### config.mk
export PLATFORM = sky130hd
export DESIGN_NAME = dds_sine_pwm
export DESIGN_NICKNAME = d
export VERILOG_FILES = /design/src/rtl/dds_pkg.sv /design/src/rtl/dds_step_sel.sv /design/src/rtl/dds_sine_rom.sv /design/src/rtl/dds_pwm_core.sv /design/src/rtl/dds_sine_pwm.sv
export SDC_FILE = /design/constraint.sdc
export NUM_CORES = 1
export LEC_CHECK = 0
export BUFFER_PORTS_ARGS = -buffer_cell sky130_fd_sc_hd__clkbuf_2
export CAP_MARGIN = 0
export CORE_MARGIN = 2
export CORE_UTILIZATION = 69
export DETAILED_ROUTE_END_ITERATION = 6
export PLACE_DENSITY_LB_ADDON = 0.15
export SLEW_MARGIN = 20
export SYNTH_ARGS = -nofsm -noshare
export SYNTH_HDL_FRONTEND = slang
export SYNTH_SLANG_ARGS = --single-unit
### constraint.sdc
create_clock -name clk_i -period 12.8 [get_ports clk_i]
set_clock_uncertainty 0.2 [all_clocks]
set_input_delay 0.64 -clock clk_i [delete_from_list [all_inputs] [get_ports clk_i]]
set_output_delay 0.64 -clock clk_i [all_outputs]
set_load 0.01 [all_outputs]
### src/rtl/dds_pkg.sv
package dds_pkg;

    // Sine sample for table entry idx of a 2**addr_w table with data_w-bit unsigned output.
    // Uses a rational half-wave approximation. The positive half swings by mid-1 and
    // the negative half by mid, so the peak is the full-scale code and the trough is zero.
    function automatic int sine_sample(int idx, int addr_w, int data_w);
        longint half;
        longint t;
        longint u;
        longint den;
        longint mid;
        longint amp;
        longint mag;
        half = longint'(1) << (addr_w - 1);
        t    = longint'(idx) % half;
        u    = t * (half - t);
        den  = 5 * half * half - 4 * u;
        mid  = longint'(1) << (data_w - 1);
        amp  = (idx < half) ? (mid - 1) : mid;
        mag  = (2 * amp * 16 * u + den) / (2 * den);
        return (idx < half) ? int'(mid + mag) : int'(mid - mag);
    endfunction

    // Phase increment for a clamped selection index: base scaled by 2**(log_ratio*sel).
    function automatic longint step_value(int sel, int nsteps, int base, int log_ratio);
        int s;
        s = (sel < nsteps) ? sel : (nsteps - 1);
        return longint'(base) << (log_ratio * s);
    endfunction

endpackage

### src/rtl/dds_step_sel.sv
module dds_step_sel #(
    parameter int CTRL_W    = 8,
    parameter int SEL_BITS  = 3,
    parameter int PHASE_W   = 16,
    parameter int NSTEPS    = 7,
    parameter int STEP_BASE = 2,
    parameter int STEP_LOG  = 2
) (
    input  logic [CTRL_W-1:0]  ctrl_i,
    output logic [PHASE_W-1:0] step_o
);
    localparam int LUT_N = 2 ** SEL_BITS;

    logic [PHASE_W-1:0] lut [LUT_N];
    logic [SEL_BITS-1:0] sel;

    // Entries past the last valid step repeat it, which implements the clamp.
    for (genvar g = 0; g < LUT_N; g++) begin : g_lut
        assign lut[g] = PHASE_W'(dds_pkg::step_value(g, NSTEPS, STEP_BASE, STEP_LOG));
    end

    assign sel    = ctrl_i[CTRL_W-1 -: SEL_BITS];
    assign step_o = lut[sel];
endmodule

### src/rtl/dds_sine_rom.sv
module dds_sine_rom #(
    parameter int ADDR_W = 8,
    parameter int DATA_W = 8
) (
    input  logic [ADDR_W-1:0] addr_i,
    output logic [DATA_W-1:0] data_o
);
    localparam int DEPTH = 2 ** ADDR_W;

    logic [DATA_W-1:0] rom [DEPTH];

    for (genvar g = 0; g < DEPTH; g++) begin : g_rom
        assign rom[g] = DATA_W'(dds_pkg::sine_sample(g, ADDR_W, DATA_W));
    end

    assign data_o = rom[addr_i];
endmodule

### src/rtl/dds_pwm_core.sv
module dds_pwm_core #(
    parameter int CNT_W = 8
) (
    input  logic             clk_i,
    input  logic             rst_ni,
    input  logic             en_i,
    input  logic [CNT_W-1:0] duty_i,
    output logic             wrap_o,
    output logic             pwm_o
);
    localparam logic [CNT_W-1:0] CNT_MAX  = '1;
    localparam logic [CNT_W-1:0] DUTY_RST = CNT_W'(1) << (CNT_W - 1);

    typedef struct packed {
        logic [CNT_W-1:0] cnt;
        logic [CNT_W-1:0] duty;
    } core_t;

    core_t cur_q, cur_d;

    always_comb begin
        cur_d = cur_q;
        if (en_i) begin
            cur_d.cnt = cur_q.cnt + 1'b1;
            if (cur_q.cnt == CNT_MAX) begin
                cur_d.duty = duty_i;
            end
        end
    end

    always_ff @(posedge clk_i or negedge rst_ni) begin
        if (!rst_ni) begin
            cur_q <= '{cnt: '0, duty: DUTY_RST};
        end else begin
            cur_q <= cur_d;
        end
    end

    assign wrap_o = en_i && (cur_q.cnt == CNT_MAX);
    assign pwm_o  = en_i && (cur_q.cnt < cur_q.duty);

    AST_DUTY_HOLD: assert property (@(posedge clk_i) disable iff (!rst_ni)
        !wrap_o |=> $stable(cur_q.duty));
    AST_CNT_FROZEN: assert property (@(posedge clk_i) disable iff (!rst_ni)
        !en_i |=> $stable(cur_q.cnt));
    AST_CNT_ADVANCE: assert property (@(posedge clk_i) disable iff (!rst_ni)
        en_i |=> (cur_q.cnt == CNT_W'($past(cur_q.cnt) + 1'b1)));
endmodule

### src/rtl/dds_sine_pwm.sv
module dds_sine_pwm #(
    parameter int PHASE_W   = 16,
    parameter int SAMP_W    = 8,
    parameter int CTRL_W    = 8,
    parameter int SEL_BITS  = 3,
    parameter int NSTEPS    = 7,
    parameter int STEP_BASE = 2,
    parameter int STEP_LOG  = 2
) (
    input  logic              clk_i,
    input  logic              rst_ni,
    input  logic              en_i,
    input  logic [CTRL_W-1:0] ctrl_i,
    input  logic              ctrl_vld_i,
    output logic              pwm_o
);
    localparam int ADDR_W = SAMP_W;

    typedef struct packed {
        logic [PHASE_W-1:0] phase;
        logic [PHASE_W-1:0] step;
        logic [PHASE_W-1:0] pend_step;
        logic               pend_vld;
    } gen_t;

    gen_t               st_q, st_d;
    logic [PHASE_W-1:0] sel_step;
    logic [PHASE_W-1:0] step_use;
    logic [SAMP_W-1:0]  duty_next;
    logic               wrap;

    dds_step_sel #(
        .CTRL_W   (CTRL_W),
        .SEL_BITS (SEL_BITS),
        .PHASE_W  (PHASE_W),
        .NSTEPS   (NSTEPS),
        .STEP_BASE(STEP_BASE),
        .STEP_LOG (STEP_LOG)
    ) i_step_sel (
        .ctrl_i(ctrl_i),
        .step_o(sel_step)
    );

    always_comb begin
        st_d     = st_q;
        step_use = st_q.pend_vld ? st_q.pend_step : st_q.step;
        if (wrap) begin
            st_d.step     = step_use;
            st_d.phase    = st_q.phase + step_use;
            st_d.pend_vld = 1'b0;
        end
        // A strobe on the boundary cycle is kept for the following boundary.
        if (ctrl_vld_i) begin
            st_d.pend_step = sel_step;
            st_d.pend_vld  = 1'b1;
        end
    end

    always_ff @(posedge clk_i or negedge rst_ni) begin
        if (!rst_ni) begin
            st_q <= '0;
        end else begin
            st_q <= st_d;
        end
    end

    dds_sine_rom #(
        .ADDR_W(ADDR_W),
        .DATA_W(SAMP_W)
    ) i_rom (
        .addr_i(st_d.phase[PHASE_W-1 -: ADDR_W]),
        .data_o(duty_next)
    );

    dds_pwm_core #(
        .CNT_W(SAMP_W)
    ) i_core (
        .clk_i (clk_i),
        .rst_ni(rst_ni),
        .en_i  (en_i),
        .duty_i(duty_next),
        .wrap_o(wrap),
        .pwm_o (pwm_o)
    );

    AST_PHASE_HOLD: assert property (@(posedge clk_i) disable iff (!rst_ni)
        !wrap |=> $stable(st_q.phase));
    AST_PHASE_ADVANCE: assert property (@(posedge clk_i) disable iff (!rst_ni)
        wrap |=> (st_q.phase == PHASE_W'($past(st_q.phase) + st_q.step)));
    AST_STEP_ONEHOT: assert property (@(posedge clk_i) disable iff (!rst_ni)
        $onehot0(st_q.step));
    AST_STEP_HOLD: assert property (@(posedge clk_i) disable iff (!rst_ni)
        !wrap |=> $stable(st_q.step));
    AST_OFF_LOW: assert property (@(posedge clk_i) disable iff (!rst_ni)
        !en_i |-> !pwm_o);
endmodule

[Word level (Yosys, flattened, before mapping)]
Memory sizes are Yosys's and may differ from the RTL's. A register that Yosys moved wholly into a read port is not among the register bits.
Cells that the tools add are included.
Storage, ports and cells
  memories kept: 2
  logic and storage cells: 23
  input port bits: 12
  memory bits (read-only): 2176
  register bits: 41
  output and inout bits: 1
Operators by class
  muxes and demuxes: 4
  $lt $le $gt $ge: 1
  equal/unequal tests: 1
  bitwise logic cells: 2
  $add $sub $neg: 2
  reduce and logical (&&, ||, !) cells: 6
Memories
  (no name shown): depth 256, bits a word 8, rd ports 1, clocked after Yosys merged registers in 1, wr ports 0, line dds_sine_rom.sv:16  | assign data_o = rom[addr_i];
  (no name shown): depth 8, bits a word 16, rd ports 1, clocked after Yosys merged registers in 1, wr ports 0, line dds_step_sel.sv:23  | assign step_o = lut[sel];
Operator list (number)
  two-way mux 32 bit: 1
  adder 16 bit: 1
  two-way mux 16 bit: 1
  inverter 8 -> 9 bit: 1
  adder 8 x 1 -> 8 bit, second input constant: 1
  equality test 8 bit, second input constant: 1
  less-than comparator 8 bit: 1
  inverter 3 -> 4 bit: 1
  logical AND 1 bit: 2
  logical NOT 1 bit: 2
  two-way mux 1 bit: 2
  AND reduction 2 bit: 1
  nonzero test 2 bit: 1

[Longest topological paths before layout]
Gate-level depths: netlist of run 1.
  depth in word-level cells: 4
  depth in mapped cells: 18
  mapped depth without buffers: 16

[Cells and area by module]
From an unflattened synthesis of run 1, not the netlist that was laid out.
Unflattened totals
  cells, all modules: 672
  area, all modules: 5834.3 µm²
Modules (own cells, without submodules)
  dds_sine_pwm: instances 1, cells each 255, area an instance 2716.4 µm², sequential area each 1226.2 µm²
  dds_sine_rom: instances 1, cells each 334, area an instance 2122.0 µm², sequential area each 0.0 µm²
  dds_pwm_core: instances 1, cells each 66, area an instance 869.6 µm², sequential area each 401.6 µm²
  dds_step_sel: instances 1, cells each 17, area an instance 126.4 µm², sequential area each 0.0 µm²

[Worst setup path before layout of run 1]
OpenSTA, ideal clock, no wires.
  kind: reg2reg
  start: reg st_q[0] (netlist name)
  end: reg, netlist name i_core.cur_q[3]
  required time: 12.514 ns
  clock period less this slack: 4.811 ns
  path slack: 7.989 ns
  buffers on the path: 3
  library setup time: 0.086 ns
  stages on the path, launching flop included: 18
  arrival: 4.525 ns
  cells stage by stage: dfrtp_1 -> clkbuf_1 -> clkbuf_1 -> nor2b_1 -> ha_1 -> fa_1 -> a211oi_1 -> o211ai_1 -> and3_1 -> o31ai_4 -> clkinv_1 -> ha_1 -> clkbuf_1 -> or3_4 -> o211ai_2 -> a21oi_1 -> a311o_1 -> a32oi_1
Between the ends
  cells in the longest elaborated chain, start to end: 4
Ends and longest elaborated chain
  start: declaration: line dds_sine_pwm.sv:26  | gen_t st_q, st_d;
  start signal: assignment: line dds_sine_pwm.sv:63  | st_q <= st_d;
  two-way mux 16 bit: line dds_sine_pwm.sv:46  | step_use = st_q.pend_vld ? st_q.pend_step : st_q.step;
  via step_use[0]: line dds_sine_pwm.sv:28  | logic [PHASE_W-1:0] step_use;
  adder 16 bit: line dds_sine_pwm.sv:49  | st_d.phase = st_q.phase + step_use;
  two-way mux 32 bit: line dds_sine_pwm.sv:47  | if (wrap) begin
  via i_rom.addr_i[0]: line dds_sine_rom.sv:5  | input logic [ADDR_W-1:0] addr_i,
  inverter 8 -> 9 bit (implied by the code): line dds_sine_rom.sv:16
The timed path passes the listed nets, and every way through them passes these cells.
A chain may end at the register's enable or synchronous reset.

[Final worst setup path of run 1]
  start: reg st_q[0] (netlist name)
  end: reg, netlist name i_core.cur_q[2]
Between the ends
  cells in the longest elaborated chain, start to end: 4
Ends and longest elaborated chain (line)
  two-way mux 16 bit: dds_sine_pwm.sv:46
  via step_use[1]: dds_sine_pwm.sv:28
  adder 16 bit: dds_sine_pwm.sv:49
  two-way mux 32 bit: dds_sine_pwm.sv:47
  via i_rom.addr_i[0]: dds_sine_rom.sv:5
  inverter 8 -> 9 bit (implied by the code): dds_sine_rom.sv:16
The timed path passes the listed nets, and every way through them passes these cells.

==> results_dict.tcl, run 1 <==
set metrics [dict create \
    status "finished, final reports clean" \
    slowest_stage "dfrtp_1" \
    ant_nets 0 \
    synthesis.area_um2 5300 \
    cp-startpoint "st_q[0]" \
    track_usage 0.373 \
    regArea_um2 1400 \
    die_w_um 91.7 \
    worstSetupPathType "reg2reg" \
    cp.arrival_ns 5.75 \
    worstPathRequired_ns 12.81 \
    start_kind "flip-flop" \
    vias 5460 \
    worstRegToRegCells 15 \
    fillers 569 \
    antenna_cells 0 \
    ys.flop_type "dfrtp_1" \
    grt_pass1_wl_mm 25.5 \
    design_area_um2 5420 \
    post-route-period-util 0.449 \
    hold_buffers 0 \
    final_hold_viol_count 0 \
    dieArea_um2 8400 \
    multi_input_area_um2 3590 \
    r2r_slack_ns 7.06 \
    nets 703 \
    synth_area_per_cell_um2 7.80 \
    grt_pass1_vias 5122 \
    worst_pin_slew_ns 0.908 \
    remaining_drc_errors 0 \
    yosysUniqueCellTypes 77 \
    synth_top_area_frac 0.260 \
    setup_viol 0 \
    via_per_inst 7.22 \
    fin_util 0.740 \
    yosysWarnings 0 \
    rows 31 \
    ir_drop_uv 42.4 \
    gp_congestion 0.983 \
    routed_wl_mm 15.4 \
    yosysSeqAreaShare 0.265 \
    final_cells 756 \
    grt_max_degree 50 \
    io_buffers 7 \
    cts_setup_buffers 0 \
    place_hpwl_mm 10.7 \
    drive_gt1_frac 0.0791 \
    grt_remaining_overflow 0 \
    post-route-min-period_ns 5.74 \
    powerDensity_nw_per_um2 66.7 \
    worstHoldPathType "in2async" \
    timing.rr.end "i_core.cur_q[2]" \
    rsz0062_at_grt "false" \
    critPathTopFamily "compound AO/OA/AOI/OAI gates" \
    syn_nets 727 \
    cts_root_buffer "clkbuf_8" \
    path_clk_slew_ns 0.10 \
    fmax_mhz 174 \
    endpoint "i_core.cur_q[2]" \
    crit_fanout 18 \
    netlist_instances 680 \
    core-area_um2 7330 \
    relSlewSlack 0.393 \
    syn2layout_area_growth_pct 2.29 \
    slew_viol_final 0 \
    synth.largest_area_cell "dfrtp_1" \
    htreeDepth 2 \
    worst-path-buf-inv 2 \
    ys_ff_latch 56 \
    async_reset_ff_frac 1.00 \
    pre_cts_ws_ns 7.26 \
    max_stage_delay_ns 0.82 \
    placed_area_um2 5340 \
    fin_setup_tns_ns 0 \
    post_cts_resized 0 \
    clock_sinks 56 \
    synthTopCellsByArea "dfrtp_1, ha_1, nand2_1" \
    r2r-start "st_q[0]" \
    antenna_found_initial 0 \
    cts_inserted_buffers 5 \
    cp.depth 15 \
    endpoint_kind "flip-flop" \
    clockBufferDepth 2 \
    clk_latency_ns 0.31 \
    drt_iter0_markers 945 \
    maxCapViolations 0 \
    cts_tree "yes" \
    ios 13 \
    placed_cells 748 \
    path_cells "mux2_2 -> fa_1 -> a211oi_1 -> o211ai_1 -> and3_1 -> o31ai_4 -> buf_4 -> clkinv_1 -> ha_1 -> nor2_1 -> a21oi_1 -> a221oi_1 -> a211o_1 -> nand4_1 -> a32o_1" \
    die_h_um 91.7 \
    synth-edff-count 0 \
    leakagePower_nw 2.25 \
    start_util 0.723 \
    setup_ws_ns 7.06 \
    wl_per_cell_um 20.4 \
    first_pass_iters 6 \
]
==> through the flow <==
step | hold WS [ns] | power, mW
3_3_place_gp | 0.256 | 0.257
5_1_grt | 0.0954 | 0.376
2_1_floorplan | 0.144 | 0.242
3_5_place_dp | 0.265 | 0.265
6_report | 0.0547 | 0.362
4_1_cts | 0.0670 | 0.363
==> worst reg2reg max path: stages (launching register included) <==
cell	delay, ns
dfrtp_1	0.82
mux2_2	0.46
fa_1	0.47
a211oi_1	0.33
o211ai_1	0.27
and3_1	0.31
o31ai_4	0.21
buf_4	0.25
clkinv_1	0.34
ha_1	0.49
nor2_1	0.37
a21oi_1	0.12
a221oi_1	0.40
a211o_1	0.20
nand4_1	0.10
a32o_1	0.30
==> layout make-up <==
type | count | share of cell area
inverter | 27 | 0.0187
tap | 99 | 0.0228
sequential | 56 | 0.259
clock buffer | 6 | 0.0134
clock inverter | 2 | 0.00300
multi-input combinational | 548 | 0.662
timing repair buffer | 18 | 0.0217
==> synth_stat cells (8+ instances only) <==
library cell / number
mux2i_1: 10
nor3_1: 8
xnor2_1: 11
and2_1: 10
o21ai_0: 48
ha_1: 34
buf_2: 10
clkbuf_1: 30
inv_1: 21
a31oi_1: 10
dfrtp_1: 55
nand2_1: 99
xor2_1: 8
o22ai_1: 9
nand4_1: 8
o211ai_1: 16
a21o_1: 10
nand3_1: 19
nor2b_1: 10
a211oi_1: 14
nand2b_1: 13
a21oi_1: 50
mux2_2: 8
nor2_1: 41
==> registers in the layout, indices dropped and copies added, names as in the netlist <==
signal and flops:
st_q 40, i_core.cur_q 16
==> cell usage in the layout (no fill, tap or decap), types with 11 or more instances in the layout <==
cell and instances:
a211oi_1 14, a21oi_1 50, buf_4 11, dfrtp_1 55
ha_1 34, inv_1 21, nand2_1 99, nand2b_1 13
nand3_1 19, nor2_1 40, o211ai_1 16, o21ai_0 48
xnor2_1 11
==> report_power, final <==
part / internal (mW) / switching [mW] / total [mW] / leakage [nW]
Combinational: 0.0268 / 0.0295 / 0.0563 / 1.46
Clock: 0.0391 / 0.0604 / 0.0995 / 0.0414
Sequential: 0.189 / 0.0168 / 0.206 / 0.747
==> per-layer routing <==
layer  wire length [µm]  vias to the layer above  global-route usage
li1                   -                     2491                   -
met1               6370                     2555               0.548
met2               6900                      365               0.568
met3               1790                       49              0.0518
met4                387                        0               0.116
met5                  0                        -                   0
==> kinds of logic after synthesis <==
logic type                 count (synthesis)  synth area share
AOI/OAI and AO/OA                        240             0.311
xor gates and xnor gates                  19            0.0314
muxes                                     18            0.0359
adders and majority gates                 35            0.0840
buffers and inverters                     76            0.0590
DFF                                       56             0.265
and+or+nand+nor                          236             0.214
==> worst min-delay path by stage <==
| stage | start | cells after the start | slack, ns | endpoint |
|---|---|---|---|---|
| 4_1_cts | rst_ni | 1 | 0.07 | st_q[8] |
| 3_5_place_dp | st_q[25] | 1 | 0.26 | st_q[25] |
| 3_3_place_gp | st_q[28] | 2 | 0.26 | st_q[28] |
| 6_report | rst_ni | 1 | 0.05 | st_q[8] |
| 2_1_floorplan | rst_ni | 0 | 0.14 | i_core.cur_q[0] |
| 5_1_grt | rst_ni | 1 | 0.1 | st_q[22] |
(Power assumes the default switching activity.)
==> run 2, diff against run 1 <==
CORE_UTILIZATION = 58   (was 69)
clock period = 4.81 ns   (was 12.8 ns; I/O delays follow)
==> run 2 against run 1 <==
- critical path depth is 2 higher
- utilization is 9.2 points lower
- fmax is 24% higher
- flip-flop and latch count did not move
- first-iteration DRC count shrank 40%
- non-clock buffer count is 31 higher
- cell count is 5.3% higher
- largest power group unchanged
- count of clock-buffer cells in the layout decreased by 1
- combinational power grew to 2.6 times the previous value
- total power rose to 2.7 times the previous value
- worst hold slack got worse by 0.029 ns
- clock power increased to 2.9 times the previous value
==> results_dict.tcl, run 2 (synthesis results as in run 1) <==
set metrics [dict create \
    status "finished, final reports clean" \
    ir_drop_uv 234 \
    drt_iter0_markers 565 \
    powerDensity_nw_per_um2 172 \
    final_cells 796 \
    cts_root_buffer "clkbuf_8" \
    gp_congestion 1.02 \
    clock_sinks 56 \
    wl_per_cell_um 20.6 \
    cts_setup_buffers 0 \
    worstSetupPathType "reg2reg" \
    fin_setup_tns_ns 0 \
    fillers 772 \
    r2r_slack_ns 0.19 \
    post-route-period-util 0.960 \
    place_hpwl_mm 11.8 \
    grt_pass1_wl_mm 26.7 \
    leakagePower_nw 2.41 \
    largest_reg_flops 40 \
    top_register "st_q" \
    antenna_found_initial 0 \
    grt_remaining_overflow 0 \
    worstHoldPathType "in2reg" \
    path_clk_slew_ns 0.12 \
    core-area_um2 8810 \
    placed_area_um2 5560 \
    top_regs "st_q (40), i_core.cur_q (16)" \
    final_common_cell "nand2_1" \
    track_usage 0.337 \
    htreeDepth 2 \
    ios 13 \
    maxCapViolations 0 \
    grt_pass1_vias 5361 \
    rsz0062_at_grt "false" \
    relSlewSlack 0.445 \
    clk_latency_ns 0.32 \
    vias 5535 \
    dieArea_um2 9920 \
    fmax_mhz 217 \
    final_cell_mix "nand2_1, dfrtp_1, a21oi_1" \
    routed_wl_mm 16.4 \
    die_w_um 99.6 \
    remaining_drc_errors 0 \
    slew_viol_final 0 \
    cts_tree "yes" \
    start_kind "flip-flop" \
    placed_cells 784 \
    rows 34 \
    setup_viol 0 \
    io_buffers 7 \
    ant_nets 0 \
    grt_max_degree 57 \
    post-route-min-period_ns 4.62 \
    worstPathRequired_ns 4.82 \
    cp.arrival_ns 4.63 \
    antenna_cells 0 \
    worst_pin_slew_ns 0.827 \
    syn2layout_area_growth_pct 7.65 \
    final_hold_viol_count 0 \
    start_util 0.602 \
    crit_fanout 12 \
    endpoint_kind "flip-flop" \
    first_pass_iters 5 \
    cts_inserted_buffers 5 \
    die_h_um 99.6 \
    drive_gt1_frac 0.122 \
    via_per_inst 6.95 \
    design_area_um2 5710 \
    nets 734 \
    clockBufferDepth 2 \
]
[run 2: cell types whose count changed in the layout (fill, tap and decap cells not counted), sizes merged]
| cell | delta |
|---|---|
| buf | +27 |
| dlygate4sd3 | +4 |
| clkbuf | -1 |
| inv | +1 |
[run 2: final timing paths]
path                       startpoint              end  cells after the start
max in group asynchronous      rst_ni          st_q[0]                      3
min                         ctrl_i[5]         st_q[12]                      3
min in group asynchronous      rst_ni         st_q[39]                      3
min reg2reg                  st_q[28]         st_q[28]                      2
max                           st_q[0]  i_core.cur_q[0]                     17
max reg2reg                   st_q[0]  i_core.cur_q[0]                     17
[run 2: stage by stage]
stage / setup slack (ns) / util / power, mW / hold slack, ns
2_1_floorplan: 0.136 / - / 0.645 / -0.255
5_1_grt: 0.00746 / 0.648 / 1.03 / 0.0256
3_3_place_gp: 0.243 / 0.632 / 0.686 / 0.233
6_report: 0.191 / 0.648 / 0.982 / 0.0253
4_1_cts: 0.196 / 0.647 / 0.983 / 0.0147
3_5_place_dp: 0.205 / 0.632 / 0.697 / 0.237
[run 2: worst max-delay path, stage by stage (launching register included)]
cell and delay (ns):
dfrtp_2 0.46, buf_4 0.22, nor2b_1 0.07, ha_1 0.22, fa_1 0.46, a211oi_1 0.30, o211ai_1 0.17, buf_4 0.20
a21oi_1 0.24, o31ai_4 0.12, clkinv_2 0.13, ha_1 0.37, nand2_1 0.14, nor2_1 0.33, nor4b_1 0.11, o32ai_1 0.27
a22oi_1 0.15, a211o_1 0.35
[run 2: report_power, final]
part | internal (mW) | total, mW | switching [mW]
Combinational | 0.0725 | 0.146 | 0.0734
Sequential | 0.503 | 0.544 | 0.0415
Clock | 0.108 | 0.292 | 0.184
Total | 0.683 | 0.982 | 0.299
[run 2: layout make-up]
cell class                      instances  area, µm²  share of cell area
Tap cell                              108        135              0.0237
Timing Repair Buffer                   49        373              0.0653
Multi-Input combinational cell        548       3600               0.630
Clock buffer                            5       68.8              0.0121
Clock inverter                          3       27.5             0.00482
Sequential cell                        56       1400               0.246
Inverter                               27        103              0.0180
[run 2: metal layers]
metal,global-route usage,share of wire
met5,0,0
met2,0.563,0.47
met3,0.0422,0.082
met4,0.151,0.045
met1,0.436,0.40
[run 2: timing repair]
item	CTS	global route
hold buffers	4	0
resized for setup	0	4
endpoints found under the setup margin	0	5
hold endpoints to repair	57	0
